--- config.mk ---
export PLATFORM = sky130hd
export DESIGN_NAME = rs485_dir_ctrl
export DESIGN_NICKNAME = d
export VERILOG_FILES = /design/src/rtl/rs485_dir_ctrl.sv
export SDC_FILE = /design/constraint.sdc
export NUM_CORES = 1
export LEC_CHECK = 0
export BUFFER_PORTS_ARGS = -buffer_cell sky130_fd_sc_hd__buf_2
export CAP_MARGIN = 20
export CORE_MARGIN = 4
export CORE_UTILIZATION = 57
export CTS_CLUSTER_DIAMETER = 150
export DETAILED_ROUTE_END_ITERATION = 10
export GPL_ROUTABILITY_DRIVEN = 1
export PLACE_DENSITY = 0.92
export SLEW_MARGIN = 20
export SYNTH_ARGS = -nofsm -noshare
export SYNTH_HDL_FRONTEND = slang
export SYNTH_SLANG_ARGS = --single-unit
--- constraint.sdc ---
create_clock -name clk -period 3.55 [get_ports clk]
set_clock_uncertainty 0.1 [all_clocks]
set_input_delay 0.355 -clock clk [delete_from_list [all_inputs] [get_ports clk]]
set_output_delay 0.355 -clock clk [all_outputs]
set_load 0.01 [all_outputs]
--- src/rtl/rs485_dir_ctrl.sv ---
module rs485_dir_ctrl #(
  parameter int DLY_W = 8
) (
  input  logic             clk,
  input  logic             rst_n,
  input  logic             en,
  input  logic             pol,
  input  logic             tx_pending,
  input  logic             stop_done,
  input  logic             bit_tick,
  input  logic [DLY_W-1:0] hold_len,
  output logic             dir_pin
);
  typedef enum logic [1:0] {S_IDLE, S_SEND, S_HOLD} st_t;

  localparam logic [DLY_W-1:0] ONE = DLY_W'(1);

  st_t             st;
  logic [DLY_W-1:0] cnt;

  always_ff @(posedge clk or negedge rst_n) begin
    if (!rst_n) begin
      st  <= S_IDLE;
      cnt <= '0;
    end else if (!en) begin
      st  <= S_IDLE;
      cnt <= '0;
    end else begin
      case (st)
        S_IDLE: if (tx_pending) st <= S_SEND;
        S_SEND: if (stop_done && !tx_pending) begin
          if (hold_len == '0) st <= S_IDLE;
          else begin
            st  <= S_HOLD;
            cnt <= hold_len;
          end
        end
        S_HOLD: if (tx_pending) begin
          st  <= S_SEND;
          cnt <= '0;
        end else if (bit_tick) begin
          if (cnt == ONE) st <= S_IDLE;
          cnt <= cnt - ONE;
        end
        default: st <= S_IDLE;
      endcase
    end
  end

  assign dir_pin = (st != S_IDLE) ? pol : ~pol;
endmodule


* Word-level counts from Yosys, hierarchy flattened
Index checks and enable logic that the tools add are counted.
** Cells by class
- $add $sub $neg :: 1
- Mux-type cells :: 15
- Bitwise operators :: 1
- Reduce and logical (&&, ||, !) cells :: 7
- Equal/unequal tests :: 9
** Operators with widths (count)
- $mux W8 :: 5
- $pmux W8 S2 :: 1
- $mux W2 :: 7
- $ne A3 B3 Y1 const B :: 3
- $eq A8 B1 Y1 const B :: 1
- $logic_not A8 Y1 :: 1
- $ne A4 B4 Y1 const B :: 2
- $reduce_and A4 Y1 :: 2
- $sub A8 B1 Y8 const B :: 1
- $pmux W2 S3 :: 1
- $ne A3 B1 Y1 const B :: 1
- $eq A2 B1 Y1 const B :: 1
- $eq A2 B2 Y1 const B :: 1
- $logic_not A2 Y1 :: 1
- $reduce_bool A2 Y1 :: 1
- $logic_and A1 B1 Y1 :: 1
- $logic_not A1 Y1 :: 1
- $mux W1 :: 1
- $not A1 Y1 :: 1
** Word-level totals
- Output and inout bits :: 1
- Bits of input ports :: 15
- Logic and storage cells :: 35
- Bits in registers :: 10

* Logic depth before layout (Yosys ltp)
- Depth in word-level cells :: 6
- Depth in mapped cells :: 6
- Mapped depth without buffers :: 6

* Worst setup path before layout
OpenSTA, ideal clock, no wires.
- Kind :: reg2reg
- Start :: reg cnt[1]
- End :: reg st[1]
- Data required time :: 3.325 ns
- Data arrival time :: 1.485 ns
- Path slack :: 1.840 ns
- Stages on the path, launching flop included :: 7
- Clock period less this slack :: 1.710 ns
- Path buffers :: 0
- Cells stage by stage :: dfrtp_1 -> inv_1 -> ha_1 -> nor4bb_1 -> a211oi_1 -> o21ai_0 -> mux2_2
** Between the ends
- Cells in the longest elaborated chain, start to end :: 3
** RTL lines
- start, declared :: RTL line 19 : logic [DLY_W-1:0] cnt;
- start signal, assigned :: RTL line 35 : cnt <= hold_len;
- start signal, assigned :: RTL line 43 : cnt <= cnt - ONE;
- $eq A8 B1 Y1 :: RTL line 42 : if (cnt == ONE) st <= S_IDLE;
- $ne A4 B4 Y1 (no line)
- $reduce_and A4 Y1 (no line)
- end signal, assigned :: RTL line 39 : st <= S_SEND;
- end signal, assigned :: RTL line 42
- end signal, assigned :: RTL line 45 : default: st <= S_IDLE;
- end, declared :: RTL line 18 : st_t st;
No other way between the ends.
A chain may end at the register's enable or synchronous reset.

* Worst setup path in the final report
- Start :: reg st[0]
- End :: reg cnt[1]
** Between the ends
- Cells in the longest elaborated chain, start to end :: 3
- Elaborated cells between the ends (all ways) :: 9
** RTL lines
- start signal, assigned :: RTL line 23 : st <= S_IDLE;
- start signal, assigned :: RTL line 26 : st <= S_IDLE;
- start signal, assigned :: RTL line 30 : S_IDLE: if (tx_pending) st <= S_SEND;
- $eq A2 B2 Y1 or $eq A2 B1 Y1 (tied branches) :: RTL line 29 : case (st)
- $ne A4 B4 Y1 (no line) (tied with other cells)
- $reduce_and A4 Y1 (no line) or $mux W8 (tied branches)
Several ways; a longest one is shown, not always the timed one.

==> results.md <==
* Vias per inst at 6.64
* CP peak stage delay at 520 ps
* Switching Share at 35.5%
* Hold Crit Endpoint: cnt[2]$_DFFE_PN0P_
* Worst-path clk slew at 70 ps
* Status: finished clean
* Gate Count Post-Synth at 87
* First-pass iteration count of the detailed router at 4
* Initial antenna violation count at 0
* Die area at 2100 sq um
* Max-Cap Viols at 0
* Startpoint types: flop
* Slowest CP cell: o21ai_0
* Clock sink total at 10
* GPL Wtd Cong at 0.919
* CTS tree: built
* Hold depth at 3
* Syn Nets at 104
* CP max FO at 13
* Number of routed nets with antenna violations at 0
* # H-tree levels at 1
* Seq cells post-synth at 10
* Hold Path Class: in -> reg
* Total track usage at 23.5%
* Placement Rows at 13
* Vias in the first global route at 787
* Avg Cell Area, Syn at 9.36 sq um
* P_int at 0.251 mW
* Commonest cells after routing, fill and taps aside: buf_2, dfrtp_1, o21ai_0, inv_1
* Post-Layout Cell Count at 118
* Antenna cells at 0
* Final net count at 121
* Setup Fix Bufs, Post-CTS at 0
* DR vias at 783
* Gate power share at 34.6%
* CTS root buf: clkbuf_4
* Min-delay src: hold_len[2]
* Switching Power at 0.138 mW
* Unique cell type count in the Yosys netlist at 44
* Share of layout cells above drive strength 1 at 32.0%
* Routing usage on met1 at 31.7%
* Pleak at 0.401 nW
* Pwr Density at 416 nW/um^2
* Reg-to-reg endpoint: cnt[1]$_DFFE_PN0P_
* # IOs at 16
* Synth async-reset ratio at 100%
* Final wirelength at 2050 microns
* Setup-failing EPs final at 0
* Chip height at 45.8 microns
* DPL Wire Length at 1540 microns
* Unrepaired setup endpoints after global routing: no
* Worst Path Required at 3630 ps
* Sequential group share of total power at 37.8%
* Finished Core Util at 71.0%
* Ys flop type: dfrtp_1
* R2R Setup Slk at 1550 ps
* Crit Path Category: reg -> reg
* Die W at 45.8 microns
* Worst r2r src: st[0]$_DFFE_PN0P_
* Busiest grt layer: met2
* Arr. time, crit path at 2080 ps
* Synth Warn # at 0
* Final worst path period need at 2000 ps
* Worst r2r path cells at 4
* Worst slew pin tran at 526 ps
* Clock Latency Late Sink at 270 ps
* Post-synthesis sequential area ratio at 30.7%
* Drc violations at 0
* CTS Buffer Depth at 2
* CTS Buf Count at 3
* Setup_tns at 0 ps
* EDFF count, synth at 0
* Cell Chain, Critical Path: nand2b_1, o21ai_0, nor2_1, o31ai_1
* Fin crit share at 56.4%
* Worst VDD drop at 300 uV
* Dpl cells at 113
* Starting DRT DRC Count at 40
* Starting Density at 61.8%
* Met3 GRT Util at 5.53%
* First-pass GRT wire length at 3530 microns
* Largest net degree at the start of global routing at 14
* F_max at 0.500 GHz
* Netlist Area Pre-Place at 815 sq um
* M2 GR Usage at 34.8%
* Endpoints failing hold at 0
* Avg WL per Cell at 17.4 microns
* Total gr overflow at 0
* Relative slew slack at 64.6%
* Core area at 1320 sq um
* Clock power frac at 27.6%
* Post-CTS sizing at 0
* Area growth, synth to finish at 14.9%
* Most common cell after layout, fill and taps aside: buf_2
* Slew Viols, Final at 0
* Crit. End Element: flop
* Port buffer count at 15
-- sequential cells by signal, summed over array words and instances, names as in the netlist --
name and count:
cnt 8, st 2
-- area by class of cell --
class,instances,area [sq um]
Tap cell,15,18.8
Multi-Input combinational cell,68,527
Timing Repair Buffer,16,85.1
Sequential cell,10,250
Fill cell,99,382
Inverter,5,18.8
Clock buffer,4,36.3
-- per-stage QoR --
step / cell area [sq um] / worst slack, ps / power (mW) / hold WS (ps)
after floorplan: 815 / 1840 / 0.243 / -40.6
after global placement: 890 / 1610 / 0.275 / 129
after detailed placement: 890 / 1560 / 0.281 / 134
after CTS: 936 / 1570 / 0.388 / 281
after global routing: 936 / 1440 / 0.414 / 278
final: 936 / 1550 / 0.389 / 279
-- cell usage after synthesis (all sizes together), types with 3 or more instances --
cell type  number  area, sq um
a22oi           3         22.5
dfrtp          10          250
inv             5         18.8
nand2           4         15.0
nand2b          3         18.8
nor2            4         15.0
nor3            5         35.0
nor4            3         31.3
o21ai           8         40.0
o2bb2ai         3         26.3
-- how the worst max path moves through the flow --
stage,to,slack (ps),depth (start not counted),startpoint
CTS,cnt[1]$_DFFE_PN0P_,1570,4,st[0]$_DFFE_PN0P_
global placement,cnt[1]$_DFFE_PN0P_,1610,4,st[0]$_DFFE_PN0P_
global route,cnt[1]$_DFFE_PN0P_,1440,4,st[0]$_DFFE_PN0P_
finish,cnt[1]$_DFFE_PN0P_,1550,4,st[0]$_DFFE_PN0P_
floorplan,st[1]$_DFFE_PN0P_,1840,6,cnt[1]$_DFFE_PN0P_
detailed placement,cnt[0]$_DFFE_PN0P_,1560,5,hold_len[2]
-- per-layer routing --
metal	vias to the layer above	part of all wire, %
met5	-	0
met4	0	1.8
met3	6	8.1
met2	37	47
met1	363	43
li1	377	-
-- power by group through the flow --
stage	Sequential, mW	Combinational (mW)	Clock [mW]
global placement	0.147	0.128	0
finish	0.147	0.135	0.107
detailed placement	0.149	0.132	0
CTS	0.146	0.135	0.107
global route	0.150	0.151	0.114
floorplan	0.141	0.103	0
-- critical path, delay by kind of cell (launching register included) --
kind	cells	cell delay, ps
compound gates	2	780
flops	1	460
simple gates	2	560
-- logic make-up (layout without fill, tap and decap cells) --
kind of cell,count (synthesis),after routing,synth area share (%)
xor gates and xnor gates,2,2,2.15
muxes,1,1,1.38
buffers and inverters,9,25,4.61
adders and majority gates,2,2,3.07
AOI/OAI and AO/OA,33,33,31.5
DFF,10,10,30.7
and+or+nand+nor,30,30,26.6
-- timing repair --
action,4_1_cts,5_1_grt
hold endpoints to repair,10,0
endpoints found under the setup margin,0,0
hold buffers,1,0
Note: power is estimated with default switching activity, not from simulation.
